**config.mk**
```make
export PLATFORM = sky130hd
export DESIGN_NAME = canFaultFlags
export DESIGN_NICKNAME = d
export VERILOG_FILES = /design/src/rtl/canFaultPkg.sv /design/src/rtl/canFaultCtrl.sv /design/src/rtl/canFaultFlagsDp.sv /design/src/rtl/canFaultFlags.sv
export SDC_FILE = /design/constraint.sdc
export NUM_CORES = 1
export LEC_CHECK = 0
export BUFFER_PORTS_ARGS = -buffer_cell sky130_fd_sc_hd__buf_2
export CORE_UTILIZATION = 41
export DETAILED_ROUTE_END_ITERATION = 8
export GPL_ROUTABILITY_DRIVEN = 0
export PLACE_DENSITY = 0.74
export SYNTH_ARGS = -nofsm -noshare
export SYNTH_HDL_FRONTEND = slang
export SYNTH_HIERARCHICAL = 1
export SYNTH_SLANG_ARGS = --single-unit
```
**constraint.sdc**
```tcl
create_clock -name clk -period 1.85 [get_ports clk]
set_clock_uncertainty 0.2 [all_clocks]
set_input_delay 0 -clock clk [delete_from_list [all_inputs] [get_ports clk]]
set_output_delay 0 -clock clk [all_outputs]
set_load 0.03 [all_outputs]
```
**src/rtl/canFaultPkg.sv**
```systemverilog
package canFaultPkg;
  localparam int NUM_FLAGS = 3;
  localparam int FLAG_PASSIVE = 0;
  localparam int FLAG_BUSOFF = 1;
  localparam int FLAG_OVERLOAD = 2;

  typedef enum logic [1:0] {
    ST_ACTIVE  = 2'd0,
    ST_PASSIVE = 2'd1,
    ST_BUSOFF  = 2'd2,
    ST_HALT    = 2'd3
  } nodeStateT;

  // packed MSB first so that a cast lines up with the flag indices
  typedef struct packed {
    logic overload;
    logic busOff;
    logic passive;
  } flagSetT;
endpackage

```
**src/rtl/canFaultCtrl.sv**
```systemverilog
module canFaultCtrl
  import canFaultPkg::*;
#(
  parameter int CNT_W = 9,
  parameter int PASSIVE_LIMIT = 128,
  parameter int BUSOFF_LIMIT = 256,
  parameter int RUN_LEN = 11,
  parameter int RUN_COUNT = 128
) (
  input  logic             clk,
  input  logic             rstN,
  input  logic [CNT_W-1:0] tec,
  input  logic [CNT_W-1:0] rec,
  input  logic             haltReq,
  input  logic             forcePassive,
  input  logic             listenOnly,
  input  logic             bitStrobe,
  input  logic             rxLevel,
  input  logic             overloadPulse,
  output flagSetT          setStrobes,
  output logic             busOff,
  output logic             errPassive,
  output logic             halted,
  output logic             ovlTxReq
);
  localparam int RUN_W = $clog2(RUN_LEN + 1);
  localparam int SEQ_W = $clog2(RUN_COUNT + 1);
  localparam logic [RUN_W-1:0] RUN_LAST = RUN_W'(RUN_LEN - 1);
  localparam logic [SEQ_W-1:0] SEQ_LAST = SEQ_W'(RUN_COUNT - 1);
  localparam logic [CNT_W-1:0] PASS_TH = CNT_W'(PASSIVE_LIMIT);
  localparam logic [CNT_W-1:0] OFF_TH = CNT_W'(BUSOFF_LIMIT);

  nodeStateT state, nextState;
  logic [RUN_W-1:0] runCnt, runNext;
  logic [SEQ_W-1:0] seqCnt, seqNext;
  logic passiveCond, offCond, canTransmit;

  assign passiveCond = (tec >= PASS_TH) || (rec >= PASS_TH) || forcePassive;
  assign offCond = (tec >= OFF_TH);

  always_comb begin
    nextState = state;
    runNext = runCnt;
    seqNext = seqCnt;
    setStrobes = '0;
    setStrobes.overload = overloadPulse;
    case (state)
      ST_ACTIVE, ST_PASSIVE: begin
        if (offCond) begin
          nextState = ST_BUSOFF;
          setStrobes.busOff = 1'b1;
          runNext = '0;
          seqNext = '0;
        end else if (passiveCond) begin
          nextState = ST_PASSIVE;
          setStrobes.passive = (state == ST_ACTIVE);
        end else begin
          nextState = ST_ACTIVE;
        end
      end
      ST_BUSOFF: begin
        if (haltReq) begin
          nextState = ST_HALT;
          setStrobes.busOff = 1'b1;
        end else if (bitStrobe) begin
          if (!rxLevel) begin
            runNext = '0;
          end else if (runCnt == RUN_LAST) begin
            runNext = '0;
            if (seqCnt == SEQ_LAST) begin
              seqNext = '0;
              nextState = ST_ACTIVE;
              setStrobes.busOff = 1'b1;
            end else begin
              seqNext = seqCnt + 1'b1;
            end
          end else begin
            runNext = runCnt + 1'b1;
          end
        end
      end
      default: begin
        if (!haltReq) nextState = ST_ACTIVE;
      end
    endcase
  end

  always_ff @(posedge clk) begin
    if (!rstN) begin
      state <= ST_ACTIVE;
      runCnt <= '0;
      seqCnt <= '0;
    end else begin
      state <= nextState;
      runCnt <= runNext;
      seqCnt <= seqNext;
    end
  end

  assign busOff = (state == ST_BUSOFF);
  assign errPassive = (state == ST_PASSIVE);
  assign halted = (state == ST_HALT);
  assign canTransmit = (state == ST_ACTIVE) || (state == ST_PASSIVE);
  assign ovlTxReq = overloadPulse && !listenOnly && canTransmit;
endmodule

```
**src/rtl/canFaultFlagsDp.sv**
```systemverilog
module canFaultFlagsDp
  import canFaultPkg::*;
(
  input  logic                 clk,
  input  logic                 rstN,
  input  flagSetT              setStrobes,
  input  logic                 wrEn,
  input  logic [NUM_FLAGS-1:0] wrData,
  input  logic [NUM_FLAGS-1:0] intEnable,
  output logic [NUM_FLAGS-1:0] flags,
  output logic                 irq
);
  logic [NUM_FLAGS-1:0] setVec;
  assign setVec = setStrobes;

  for (genvar i = 0; i < NUM_FLAGS; i++) begin : g_flag
    logic clearHit;
    assign clearHit = wrEn && wrData[i];
    always_ff @(posedge clk) begin
      if (!rstN) flags[i] <= 1'b0;
      else if (setVec[i]) flags[i] <= 1'b1;
      else if (clearHit) flags[i] <= 1'b0;
    end
  end

  assign irq = |(flags & intEnable);
endmodule

```
**src/rtl/canFaultFlags.sv**
```systemverilog
module canFaultFlags
  import canFaultPkg::*;
#(
  parameter int CNT_W = 9,
  parameter int PASSIVE_LIMIT = 128,
  parameter int BUSOFF_LIMIT = 256,
  parameter int RUN_LEN = 11,
  parameter int RUN_COUNT = 128
) (
  input  logic             clk,
  input  logic             rstN,
  input  logic [CNT_W-1:0] tec,
  input  logic [CNT_W-1:0] rec,
  input  logic             haltReq,
  input  logic             forcePassive,
  input  logic             listenOnly,
  input  logic             bitStrobe,
  input  logic             rxLevel,
  input  logic             overloadPulse,
  input  logic             wrEn,
  input  logic [2:0]       wrData,
  input  logic [2:0]       intEnable,
  output logic [2:0]       flags,
  output logic             busOff,
  output logic             errPassive,
  output logic             halted,
  output logic             ovlTxReq,
  output logic             irq
);
  flagSetT setStrobes;

  canFaultCtrl #(
    .CNT_W(CNT_W), .PASSIVE_LIMIT(PASSIVE_LIMIT), .BUSOFF_LIMIT(BUSOFF_LIMIT),
    .RUN_LEN(RUN_LEN), .RUN_COUNT(RUN_COUNT)
  ) u_ctrl (
    .clk(clk), .rstN(rstN), .tec(tec), .rec(rec), .haltReq(haltReq),
    .forcePassive(forcePassive), .listenOnly(listenOnly), .bitStrobe(bitStrobe),
    .rxLevel(rxLevel), .overloadPulse(overloadPulse), .setStrobes(setStrobes),
    .busOff(busOff), .errPassive(errPassive), .halted(halted), .ovlTxReq(ovlTxReq)
  );

  canFaultFlagsDp u_dp (
    .clk(clk), .rstN(rstN), .setStrobes(setStrobes), .wrEn(wrEn),
    .wrData(wrData), .intEnable(intEnable), .flags(flags), .irq(irq)
  );
endmodule

```
### Yosys cells after proc, flatten, opt, wreduce, memory -nomap -nowiden

Index checks and enable logic that the tools add are counted.

| word-level totals | value |
|---|---|
| input port bits | 33 |
| register bits | 17 |
| logic and storage cells | 84 |
| output and inout bits | 8 |

| cells by class | value |
|---|---|
| bitwise gates (word level) | 1 |
| mux-type cells | 38 |
| reduce and logical (&&, ||, !) cells | 19 |
| add/subtract/negate cells | 2 |
| magnitude comparators | 3 |
| equality and inequality tests | 15 |

Operators by type and width:

| kind | count |
|---|---|
| $mux W8 | 6 |
| $mux W4 | 5 |
| $ge A9 B8 Y1 const B | 2 |
| $mux W1 | 16 |
| $pmux W8 S2 | 1 |
| $mux W2 | 7 |
| $ge A9 B9 Y1 const B | 1 |
| $add A8 B1 Y8 const B | 1 |
| $eq A8 B7 Y1 const B | 1 |
| $pmux W4 S2 | 1 |
| $reduce_bool A2 Y1 | 4 |
| $ne A2 B2 Y1 const B | 3 |
| $ne A3 B2 Y1 const B | 2 |
| $ne A3 B3 Y1 const B | 2 |
| $reduce_and A6 Y1 | 1 |
| $logic_and A1 B1 Y1 | 5 |
| $reduce_and A5 Y1 | 1 |
| $add A4 B1 Y4 const B | 1 |
| $eq A2 B2 Y1 const B | 2 |
| $eq A4 B4 Y1 const B | 1 |
| $ne A2 B1 Y1 const B | 2 |
| $pmux W2 S2 | 1 |
| $reduce_and A4 Y1 | 1 |
| $and A3 B3 Y3 | 1 |
| other kinds (8) | 10 |

### Logic depth before layout (Yosys ltp)

Gate-level depths: netlist of run 1.

| logic depth | value |
|---|---|
| depth in word-level cells | 8 |
| mapped depth | 8 |
| depth with buffers taken out | 8 |

### Modules after synthesis

Netlist of run 1, hierarchy kept.

Modules (own cells, without submodules):

| module | cells each | seq. area each (um^2) | area an instance (um^2) | instances |
|---|---|---|---|---|
| canFaultCtrl | 88 | 280.3 | 797.0 | 1 |
| canFaultFlagsDp | 14 | 60.1 | 118.9 | 1 |

### Worst setup path after synthesis of run 1

Ideal clock, no wire load.

| path | value |
|---|---|
| kind | register -> register |
| start | register u_ctrl.state[1] |
| end | register u_ctrl.seqCnt[6] |
| data arrival time | 1,605 ps |
| period minus slack after synthesis | 1,921 ps |
| slack | -71 ps |
| buffers on the path | 2 |
| data required time | 1,534 ps |
| stages on the path, launching flop included | 7 |
| setup time | 116 ps |
| path through | dfxtp_1 > buf_4 > nor2b_1 > o2bb2ai_2 > buf_6 > nor3_1 > o211a_1 |

| between the ends | value |
|---|---|
| elaborated cells between the ends (all ways) | 12 |
| those cells by class | 7 x eq/ne; 1 x mux; 4 x reduce/logical |

RTL lines:

| what | line | text |
|---|---|---|
| from (decl) | canFaultCtrl.sv:33 | `nodeStateT state, nextState;` |
| from (signal assigned) | canFaultCtrl.sv:94 | `state <= nextState;` |
| $eq A2 B2 Y1 (*) | -- |  |
| net busOff | canFaultFlags.sv:24 | `output logic busOff,` |
| $ne A2 B1 Y1 (no line) (tied with other cells) | -- |  |
| $reduce_and A6 Y1 (no line) | -- |  |
| to (signal assigned) | canFaultCtrl.sv:96 | `seqCnt <= seqNext;` |
| to (decl) | canFaultCtrl.sv:35 | `logic [SEQ_W-1:0] seqCnt, seqNext;` |

The timed path passes the listed nets; every way through them passes the cells marked *.
A chain may end at the register's enable or synchronous reset.

### Worst setup path after layout of run 1

| path | value |
|---|---|
| start | register u_ctrl.runCnt[0] |
| end | register u_ctrl.seqCnt[7] |

| between the ends | value |
|---|---|
| longest elaborated chain between the ends | 3 |

RTL lines:

| what | line | text |
|---|---|---|
| from (decl) | canFaultCtrl.sv:34 | `logic [RUN_W-1:0] runCnt, runNext;` |
| from (signal assigned) | canFaultCtrl.sv:95 | `runCnt <= runNext;` |
| $eq A4 B4 Y1 | canFaultCtrl.sv:68 | `end else if (runCnt == RUN_LAST) begin` |
| $ne A2 B1 Y1 (no line) | -- |  |
| $reduce_and A6 Y1 (no line) | -- |  |

No other way between the ends.

==> results of run 1 <==
-- metal layers --
layer  vias to the layer above  wire, um
met5                         -         0
met4                         0        14
met3                         2       130
met2                        33      1210
met1                       469      1070
li1                        475         -
-- state kept, by name (all words and copies together) (netlist names) --
name	cells
u_ctrl/seqCnt	8
u_ctrl/runCnt	4
u_dp/flags	3
u_ctrl/state	2
-- power by group --
| group | internal (mW) | switching, mW |
|---|---|---|
| Combinational | 0.0966 | 0.110 |
| Sequential | 0.382 | 0.0115 |
| Clock | 0.0803 | 0.125 |
-- metrics by stage --
| stage | setup TNS, ps | total power, mW |
|---|---|---|
| after detailed placement | -387 | 0.577 |
| after global placement | -63.7 | 0.571 |
| final | -41.0 | 0.805 |
| after CTS | -1.13 | 0.797 |
| after floorplan | 0 | 0.510 |
| after global routing | -429 | 0.842 |
-- cells by family (layout without fill, tap and decap cells) --
group	count (synthesis)	after routing	synth area share
compound gates	28	28	0.221
xor+xnor	4	4	0.0383
fa+ha+maj	3	3	0.0410
buf+inv	9	60	0.0533
flops	17	17	0.372
mux	1	1	0.0109
simple gates	40	40	0.264
-- synthesized netlist by cell type (all sizes together), types with 2 or more instances --
library cell	count	area share
a21oi	5	0.027
a31oi	3	0.020
buf	3	0.029
dfxtp	17	0.37
ha	3	0.041
inv	6	0.025
nand2	4	0.016
nand2b	2	0.014
nand3	3	0.016
nor2	8	0.036
nor2b	4	0.027
nor3	3	0.016
o21ai	10	0.055
o31ai	2	0.016
or3	4	0.033
or4	2	0.016
xor2	3	0.029
-- repair_timing --
| action | 4_1_cts | 5_1_grt |
|---|---|---|
| setup buffers | 1 | 1 |
| hold buffers | 10 | 0 |
| hold endpoints to repair | 17 | 0 |
| gates cloned | 0 | 0 |
| setup endpoints to repair | 7 | 8 |
| pin swaps | 2 | 0 |
| resized for setup | 4 | 2 |
-- final timing paths --
check | start | endpoint | cells after the start
min | forcePassive | u_dp/flags[0] | 5
min reg2reg | u_ctrl/seqCnt[5] | u_ctrl/seqCnt[5] | 2
max | u_ctrl/runCnt[0] | u_ctrl/seqCnt[7] | 6
max reg2reg | u_ctrl/runCnt[0] | u_ctrl/seqCnt[7] | 6
-- layout by cell type, fill, tap and decap left out, types with 4 or more instances in the layout --
cell	instances
dfxtp_1	16
a21oi_1	5
inv_1	5
buf_4	14
buf_2	26
nor2_1	7
nand2_1	4
o21ai_0	7
dlygate4sd3_1	10
-- critical path: stages, from the launching register on --
cell	delay, ps
dfxtp_2	340
inv_2	80
ha_4	130
nand4b_1	150
o2bb2ai_2	240
or4_1	510
a21oi_1	160
-- layout make-up --
cell class	instances	area, sq um
multi-input cells	76	557
well taps	27	33.8
fillers	171	704
clock inverters	1	5.00
inverters	6	22.5
repair buffers	50	335
flip-flops and latches	17	342
clock buffers	3	22.5
==> results.toml, run 1 <==
[critical_path]
crit_type = "reg -> reg"
worst-r2r-setup-slack_ps = -20
end_kind = "flip-flop"
startpoint_type = "flip-flop"
crit_fanout = 9
required_ps = 1870
crit_arrival_ps = 1900

[logic_synthesis]
synth_cell_type_count = 41
synth_seq_cells = 17
synthArstFlopShare = 0
ys_seq_area_frac = 0.372
synth_edf_count = 0
syn-cell-area_sq_um = 916
ys.flop_type = "dfxtp_1"
syn_inst = 102
syn-num-nets = 138
postSynthAreaPerCell_sq_um = 8.98
ys.warnings.count = 6

[sta]
hold_viol = 0
relSlewSlack = 0.732
worst_pin_slew_ps = 401
setup_slack_ps = -23.1
finalMaxSlewViolations = 0
rsz0062_at_grt = "yes"
max_freq_ghz = 0.534
finalCriticalPeriod_ps = 1870
period_share = 1.01
setup-violations-final = 3
worst_hold_slack_ps = 22.9

[global_routing]
overflow = 0
antenna_found_initial = 0
top_usage_layer = "met2"
use_met3 = 0.0312
grt_pass1_vias = 917
grt_pass1_wl_um = 3890
grt_use_met2 = 0.395
grtUsageMet1 = 0.229
grt_usage = 0.206
grt_max_degree = 11

[place]
post-place-ws_ps = -61.0
dpl_cell_area_sq_um = 1150
port_buffers = 26
placed_cells = 164
hpwl_um = 1570

[floorplan]
start_util = 0.453
die_h_um = 49.3
io_pins = 41
rows = 16
core_sq_um = 2020
die_area_sq_um = 2430
die_w_um = 49.3

[worst_hold_path]
min-delay-path-class = "in -> reg"

[cts]
clk_path_buf_depth = 2
clockRootBuffer = "clkbuf_4"
cts.sinks = 17
cts_buffers = 3
insertion_delay_ps = 290
clkTransAtPathRegs_ps = 110
cts_tree = "done"
cts_max_level = 1

[finish]
layout-drive-gt1-share = 0.353
fin_area_sq_um = 1320
nNetsFinal = 190
diodes = 0
fin_cells = 180
final_core_util = 0.652
area.growth.synth_to_final_pct = 43.9

[pwr]
irDropWorstVdd_uv = 444
p_leak_nw = 0.579
pwr_density_cell_nw_per_um2 = 611

[drt]
route.detailed.wl_per_inst_um = 13.4
vias = 979
viasPerCell = 5.44
drc = 0
first_iter_violations = 15
drtPass1Iterations = 4
ant_nets = 0
totalWireLength_um = 2420

[run_status]
violations = "setup timing"
status = "finished with violations"

[job]
maxCapViolations = 0
Power figures use the tool's default switching activity.
==> run 2: changes to the inputs <==
--- a/config.mk
+++ b/config.mk
@@ -10,6 +10,7 @@
 export DETAILED_ROUTE_END_ITERATION = 8
 export GPL_ROUTABILITY_DRIVEN = 0
 export PLACE_DENSITY = 0.74
+export REMOVE_ABC_BUFFERS = 1
 export SYNTH_ARGS = -nofsm -noshare
 export SYNTH_HDL_FRONTEND = slang
 export SYNTH_HIERARCHICAL = 1
==> run 2 against run 1 <==
  * The flow still finishes with violations (setup timing)
  * Sequential share of layout area decreased by 0.087 points
  * Via count grew 3.0%
  * First-iteration DRC count is 20% higher
  * Cell area up 1.8%
  * Critical endpoint is now u_ctrl/seqCnt[0]
==> results.toml, run 2 (synthesized netlist as in run 1, its figures left out) <==
[run_status]
status = "finished with violations"
violations = "setup timing"

[sta]
hold_viol = 0
rsz0062_at_grt = "yes"
period_share = 1.04
relSlewSlack = 0.719
setup-violations-final = 7
max_freq_ghz = 0.518
finalMaxSlewViolations = 0
setup_tns_ps = -473
worst_hold_slack_ps = 27.8
setup_slack_ps = -78.9
worst_pin_slew_ps = 420
finalCriticalPeriod_ps = 1930

[cts]
cts_max_level = 1
cts_tree = "done"
clockRootBuffer = "clkbuf_4"
clkTransAtPathRegs_ps = 90
cts_buffers = 3
insertion_delay_ps = 290
cts.sinks = 17
clk_path_buf_depth = 2

[global_routing]
grt_usage = 0.220
overflow = 0
grt_pass1_wl_um = 4080
grt_pass1_vias = 991
antenna_found_initial = 0
grt_max_degree = 10

[job]
maxCapViolations = 0

[drt]
first_iter_violations = 18
ant_nets = 0
viasPerCell = 5.51
drc = 0
route.detailed.wl_per_inst_um = 14.1
vias = 1008
drtPass1Iterations = 4
totalWireLength_um = 2580

[finish]
multiInputGateArea_sq_um = 554
regArea_sq_um = 347
fin_cells = 183
fill_cells = 172
diodes = 0
area.growth.synth_to_final_pct = 46.4
final_cell_mix = "26 x buf_2, 17 x buf_4, 12 x dfxtp_1"
final_common_cell = "buf_2"
layout-drive-gt1-share = 0.378
nNetsFinal = 193
largest_reg_flops = 8
top_register = "u_ctrl/seqCnt"
reg_top3 = "u_ctrl/seqCnt: 8 flops, u_ctrl/runCnt: 4 flops, u_dp/flags: 3 flops"

[pwr]
switchingPower_mw = 0.234
switching_share = 0.292
irDropWorstVdd_uv = 440
p_seq_frac = 0.493
p_clk_frac = 0.243
power_frac_comb = 0.264
p_leak_nw = 0.591
pwr_density_cell_nw_per_um2 = 597
intPower_mw = 0.567

[floorplan]
start_util = 0.453
die_area_sq_um = 2430
io_pins = 41
die_w_um = 49.3
core_sq_um = 2020
die_h_um = 49.3
rows = 16

[place]
hpwl_um = 1640
placed_cells = 165
port_buffers = 26
post-place-ws_ps = -120

[worst_hold_path]
worst_hold_path.num_cells = 5
min-delay-path-class = "in -> reg"

[critical_path]
cp_cell_sequence = "inv_2 > ha_4 > nand4b_1 > or3_4 > o311ai_4 > nor2_1"
crit_fanout = 7
slowest_delay_ps = 450
cpLargestDelayFamily = "simple AND/OR/NAND/NOR gates"
r2r_cells = 6
end_kind = "flip-flop"
startpoint_type = "flip-flop"
worst-path-buf-inv = 1
slowest_stage = "o311ai_4"
path_depth = 6
worst-r2r-setup-slack_ps = -80
required_ps = 1820
crit_type = "reg -> reg"
crit_arrival_ps = 1900
[run 2: cell count changes in the layout (fill, tap and decap cells not counted)]
| cell | change |
|---|---|
| nor2b_2 | -1 |
| clkinv_2 | -1 |
| o21ai_1 | +1 |
| dfxtp_1 | -4 |
| buf_4 | +3 |
| o21ai_0 | -1 |
| nor2b_1 | +1 |
| clkbuf_1 | +1 |
| dfxtp_2 | +4 |
[run 2: stage by stage]
step           utilization  area [sq um]  total power [mW]
6_report             0.663          1340             0.801
3_3_place_gp         0.569          1150             0.571
4_1_cts              0.652          1320             0.805
5_1_grt              0.663          1340             0.847
3_5_place_dp         0.569          1150             0.579
2_1_floorplan            -           890             0.500
[run 2: routing by layer]
layer / GRT usage / up-vias / wire length (um) / part of all wire
met3: 0.0374 / 6 / 181 / 0.070
met4: 0.103 / 0 / 41 / 0.016
met5: 0 / - / 0 / 0
met2: 0.427 / 47 / 1330 / 0.51
met1: 0.222 / 472 / 1030 / 0.40
li1: - / 483 / - / -
[run 2: path summary, 6_finish.rpt]
kind	startpoint	endpoint
setup / recovery	u_ctrl/runCnt[0]	u_ctrl/seqCnt[0]
hold reg to reg	u_ctrl/seqCnt[5]	u_ctrl/seqCnt[5]
hold / removal	forcePassive	u_dp/flags[0]
setup reg to reg	u_ctrl/runCnt[0]	u_ctrl/seqCnt[0]
[run 2: tightest hold or removal path, stage by stage]
cell	delay [ps]
buf_2	80
o41ai_1	70
nor2_1	140
inv_1	50
a31oi_1	130
[run 2: power groups by stage]
stage	Clock (mW)	Sequential, mW	Combinational, mW
2_1_floorplan	0	0.413	0.0874
3_3_place_gp	0	0.399	0.172
3_5_place_dp	0	0.400	0.179
4_1_cts	0.206	0.394	0.205
5_1_grt	0.221	0.397	0.229
6_report	0.194	0.395	0.212
[run 2: area by class of cell]
cell class | instances | share of cell area
inverter | 6 | 0.0168
multi-input combinational | 76 | 0.413
timing repair buffer | 53 | 0.267
tap | 27 | 0.0252
sequential | 17 | 0.258
clock buffer | 4 | 0.0196
[run 2: what timing repair did]
item	4_1_cts	5_1_grt
hold endpoints to repair	17	0
setup buffers	2	2
resized for setup	5	6
setup endpoints to repair	7	10
hold buffers	11	0
pin swaps	5	5
